File: config.mk
export PLATFORM = sky130hd
export DESIGN_NAME = vbsel_unit
export DESIGN_NICKNAME = d
export VERILOG_FILES = /design/src/rtl/vbsel_pkg.sv /design/src/rtl/vbsel_ctrl.sv /design/src/rtl/vbsel_dp.sv /design/src/rtl/vbsel_unit.sv
export SDC_FILE = /design/constraint.sdc
export NUM_CORES = 1
export LEC_CHECK = 0
export ABC_CLOCK_PERIOD_IN_PS = 800
export BUFFER_PORTS_ARGS = -buffer_cell sky130_fd_sc_hd__buf_2
export CORE_AREA = 2 2 266 268
export CTS_BUF_LIST = sky130_fd_sc_hd__clkbuf_4 sky130_fd_sc_hd__clkbuf_8
export DETAILED_ROUTE_END_ITERATION = 8
export DIE_AREA = 0 0 268 270
export PLACE_DENSITY = 0.33
export SLEW_MARGIN = 10
export SYNTH_ARGS = -nofsm -noshare
export SYNTH_HDL_FRONTEND = slang
export SYNTH_SLANG_ARGS = --single-unit
File: constraint.sdc
create_clock -name clk -period 0.8 [get_ports clk]
set_clock_uncertainty 0.05 [all_clocks]
set_input_delay 0.08 -clock clk [delete_from_list [all_inputs] [get_ports clk]]
set_output_delay 0.08 -clock clk [all_outputs]
set_load 0.01 [all_outputs]
File: src/rtl/vbsel_pkg.sv
package vbsel_pkg;
  localparam int VLEN = 128;
  localparam int LANEW = 8;
  localparam int LANES = VLEN / LANEW;
  localparam int IDXW = 5;
  localparam int IMMW = 8;

  localparam logic [11:0] OPC_REG = 12'h0D1;
  localparam logic [13:0] OPC_IMM = 14'h1CF1;

  typedef struct packed {
    logic load;
    logic useImm;
    logic flagIllegal;
    logic [IDXW-1:0] destIdx;
    logic [IMMW-1:0] imm;
  } ctrlStrobes_t;
endpackage

File: src/rtl/vbsel_ctrl.sv
module vbsel_ctrl
  import vbsel_pkg::*;
(
  input  logic inValid,
  input  logic [31:0] instr,
  output ctrlStrobes_t strobes
);
  logic isReg;
  logic isImm;

  assign isReg = (instr[31:20] == OPC_REG);
  assign isImm = (instr[31:18] == OPC_IMM);

  always_comb begin
    strobes.load        = inValid && (isReg || isImm);
    strobes.useImm      = isImm;
    strobes.flagIllegal = inValid && !isReg && !isImm;
    strobes.destIdx     = instr[IDXW-1:0];
    strobes.imm         = instr[17:10];
  end
endmodule

File: src/rtl/vbsel_dp.sv
module vbsel_dp
  import vbsel_pkg::*;
(
  input  logic clk,
  input  logic rstN,
  input  ctrlStrobes_t strobes,
  input  logic [VLEN-1:0] srcJ,
  input  logic [VLEN-1:0] srcK,
  input  logic [VLEN-1:0] srcMask,
  input  logic [VLEN-1:0] oldDest,
  output logic [IDXW-1:0] outDestIdx,
  output logic [VLEN-1:0] outData,
  output logic outWe,
  output logic outIllegal
);
  logic [VLEN-1:0] selMask;
  logic [VLEN-1:0] selOne;
  logic [VLEN-1:0] nextData;

  for (genvar lane = 0; lane < LANES; lane++) begin : g_lane
    localparam int LO = lane * LANEW;
    always_comb begin
      if (strobes.useImm) begin
        selMask[LO +: LANEW] = oldDest[LO +: LANEW];
        selOne[LO +: LANEW]  = strobes.imm;
      end else begin
        selMask[LO +: LANEW] = srcMask[LO +: LANEW];
        selOne[LO +: LANEW]  = srcK[LO +: LANEW];
      end
    end
  end

  assign nextData = (selMask & selOne) | (~selMask & srcJ);

  always_ff @(posedge clk or negedge rstN) begin
    if (!rstN) begin
      outDestIdx <= '0;
      outData    <= '0;
      outWe      <= 1'b0;
      outIllegal <= 1'b0;
    end else begin
      outWe      <= strobes.load;
      outIllegal <= strobes.flagIllegal;
      if (strobes.load) begin
        outDestIdx <= strobes.destIdx;
        outData    <= nextData;
      end
    end
  end
endmodule

File: src/rtl/vbsel_unit.sv
module vbsel_unit
  import vbsel_pkg::*;
(
  input  logic clk,
  input  logic rstN,
  input  logic inValid,
  input  logic [31:0] instr,
  input  logic [VLEN-1:0] srcJ,
  input  logic [VLEN-1:0] srcK,
  input  logic [VLEN-1:0] srcMask,
  input  logic [VLEN-1:0] oldDest,
  output logic [IDXW-1:0] outDestIdx,
  output logic [VLEN-1:0] outData,
  output logic outWe,
  output logic outIllegal
);
  ctrlStrobes_t strobes;

  vbsel_ctrl i_ctrl (
    .inValid(inValid),
    .instr(instr),
    .strobes(strobes)
  );

  vbsel_dp i_dp (
    .clk(clk),
    .rstN(rstN),
    .strobes(strobes),
    .srcJ(srcJ),
    .srcK(srcK),
    .srcMask(srcMask),
    .oldDest(oldDest),
    .outDestIdx(outDestIdx),
    .outData(outData),
    .outWe(outWe),
    .outIllegal(outIllegal)
  );
endmodule

==> impl_metrics.toml <==
[synth]
syn_inst = 702
ys_top_cells_by_area = "mux2i_1, dfrtp_1, mux2_2"
synth_adder_area_share_pct = 0
syn-num-nets = 1249
syn_area_um2 = 9050
synthXorXnorAreaFrac_pct = 0
synth.area.mux_share_pct = 59.0
yosysMostFrequentCell = "mux2i_1"
yosys_register_bits = 135
ys_seq_area_share_pct = 37.3
synth_area_per_cell_um2 = 12.9
yosysTopAreaCellShare_pct = 42.5
synth_top_area_cell = "mux2i_1"
synth_async_sr_flop_share_pct = 100
synth_flop_cell = "dfrtp_1"
synth-simple-area-share_pct = 0.981
synth_edf_count = 0
synth_common_cells = "mux2i_1, dfrtp_1, mux2_2"
synth_top_family_by_area = "multiplexers"
ys_types = 19
ys_warn_count = 0
synth_compound_area_share_pct = 0.0553

[sta]
slew_viol_final = 0
setup_viol = 270
worst_slew_pin_slew_ns = 0.339
timing.hold.ws_ns = -0.0572
clock.fmax_ghz = 0.681
hold_violations = 59
grt_setup_unrepaired = "yes"
period_share_pct = 183
maxSlewHeadroom_pct = 76.8
period_minus_slack_ns = 1.47
fin_ws_ns = -0.667
finalSetupTns_ns = -136.90

[power_and_ir_drop]
total_power_mw = 18.3
seqPwrFrac_pct = 37.7
switching_power_mw = 5.09
p_sw_share_pct = 27.9
clockPowerShare_pct = 36.2
p_int_mw = 13.2
comb_power_share_pct = 26.1
leakage_nw = 10.1
p_per_area_nw_per_um2 = 934
peakVddDrop_mv = 1.08

[setup_path]
crit_path_max_fanout = 8
r2r_start = "i_dp.outData[110]$_DFFE_PN0P_"
startpoint = "instr[31]"
reg2reg_slack_ns = -0.15
endpoint = "i_dp.outData[42]$_DFFE_PN0P_"
critPathKind = "primary input to register"
startpoint_type = "primary input"
cp.arrival_ns = 1.84
r2r_cells = 2
cp.required_ns = 1.18
worst_setup_path_end_kind = "register"
timing.rr.end = "i_dp.outData[110]$_DFFE_PN0P_"

[clocking]
clk_pin_slew_worst_paths_ns = 0.09
clockBufferDepth = 2
cts_tree = "done"
cts_made_buffers = 17
cts.sinks = 135
clk_latency_ns = 0.52
cts-htree-levels = 4
holdBufCountCts = 212
cts_root_buffer = "clkbuf_8"

[detailed_routing]
vias = 9990
drt_pass1_iterations = 4
ant_nets = 0
wirelength_um = 51000
routedWlPerCell_um = 18.9
drtIter0Drc = 251
vias_per_cell = 3.70
drcViolationCount = 0

[global_route]
grtUsageMet3_pct = 3.35
first_global_vias = 10957
busiest_layer = "met2"
antenna_found_initial = 7
global_route.usage.met2_pct = 24.4
grt_pass1_wl_um = 67300
overflow = 0
track_usage_pct = 13.1
grt_use_met1_pct = 14.0
grt_max_degree = 29

[die]
die-area_um2 = 72400
placementRows = 97
core_um2 = 69500
die_y_um = 270
die_x_um = 268
design.portCount = 682
initial_core_util_pct = 13.0

[finish]
nets = 2287
area_growth_pct = 116
drive_above_1_share_pct = 59.4
fin_area_um2 = 19600
n_fill_cell = 7267
seq_area_um2 = 3380
multiInputGateArea_um2 = 5850

[min_path]
hp-class = "primary input to register"

[outcome]
status = "finished, violations left"
failed_checks = "negative hold slack, negative setup slack"

[placed_design]
dpl.hpwl_um = 36600
io_buffers = 676
gp_congestion = 0.801
placed_area_um2 = 14500
place_ws_ns = -1.21

[run]
cap_violations = 0
[layer usage]
metal / part of all wire [%] / wire [um]
met2: 53 / 27000
met4: 2.4 / 1220
met5: 0.025 / 13
met1: 39 / 19900
met3: 5.5 / 2830
[registers in the layout, indices dropped and copies added (netlist names)]
name / flops
i_dp.outIllegal: 1
i_dp.outDestIdx: 5
i_dp.outData: 128
i_dp.outWe: 1
[critical path: stages]
cell and delay, ns:
buf_6 0.09, or3b_4 0.42, nor4_4 0.36, o21ai_4 0.14, buf_12 0.18, buf_12 0.15, buf_16 0.13, mux2_2 0.26
[cells by family (layout without fill, tap and decap cells)]
group                  after synthesis  count (layout)
multiplexers                       517             517
buffers and inverters               38            1088
AND/OR/NAND/NOR                     11              11
AO/OA/AOI/OAI                        1               1
other                                0               7
flip-flops                         135             135
[metrics by stage]
stage          std cells  util [%]
6_report            2699      28.1
5_1_grt             2695      28.1
4_1_cts             2665      27.0
3_5_place_dp        2388      20.9
3_3_place_gp        2388      20.9
2_1_floorplan        702         -
[repair_timing]
item                                    4_1_cts  5_1_grt
buffers inserted                             17       21
pin swaps                                     0        0
endpoints found under the hold margin       266      103
endpoints found under the setup margin      270      270
cloned                                       18        7
resized for setup                           264      100
[power groups by stage]
| stage | registers [mW] | clock network, mW | logic [mW] |
|---|---|---|---|
| 2_1_floorplan | 7.04 | 0 | 1.17 |
| 3_3_place_gp | 7.01 | 0 | 3.80 |
| 3_5_place_dp | 7.01 | 0 | 3.78 |
| 4_1_cts | 6.89 | 7.06 | 4.70 |
| 5_1_grt | 6.89 | 7.30 | 5.15 |
| 6_report | 6.89 | 6.61 | 4.77 |
[how the worst min path moves through the flow]
| stage | from | endpoint | slack [ns] | depth (start not counted) |
|---|---|---|---|---|
| 2_1_floorplan | rstN | i_dp.outData[0]$_DFFE_PN0P_ | -0.27 | 0 |
| 3_3_place_gp | rstN | i_dp.outData[36]$_DFFE_PN0P_ | -0.03 | 2 |
| 6_report | srcK[11] | i_dp.outData[11]$_DFFE_PN0P_ | -0.06 | 4 |
| 4_1_cts | srcK[7] | i_dp.outData[7]$_DFFE_PN0P_ | -0.16 | 4 |
| 3_5_place_dp | rstN | i_dp.outData[36]$_DFFE_PN0P_ | -0.04 | 2 |
| 5_1_grt | srcK[7] | i_dp.outData[7]$_DFFE_PN0P_ | -0.11 | 4 |
[placed cells by master (no fill, tap or decap), types with 10 or more instances in the layout]
| master | netlist | final |
|---|---|---|
| buf_12 | 0 | 25 |
| buf_16 | 0 | 23 |
| buf_2 | 11 | 552 |
| buf_4 | 8 | 49 |
| buf_6 | 7 | 178 |
| buf_8 | 0 | 10 |
| clkbuf_8 | 0 | 18 |
| dfrtp_1 | 135 | 135 |
| dlygate4sd3_1 | 0 | 212 |
| mux2_2 | 77 | 73 |
| mux2_4 | 0 | 59 |
| mux2i_1 | 384 | 359 |
| mux2i_2 | 0 | 19 |
[final cells by class]
class                   count  area share [%]
inverters                   2          0.0384
repair buffers           1055            44.5
well taps                 940            6.02
diodes                      7          0.0896
clock inverters            12           0.902
multi-input cells         529            29.9
flip-flops and latches    135            17.3
clock buffers              19            1.31
Note: power is estimated with default switching activity, not from simulation.
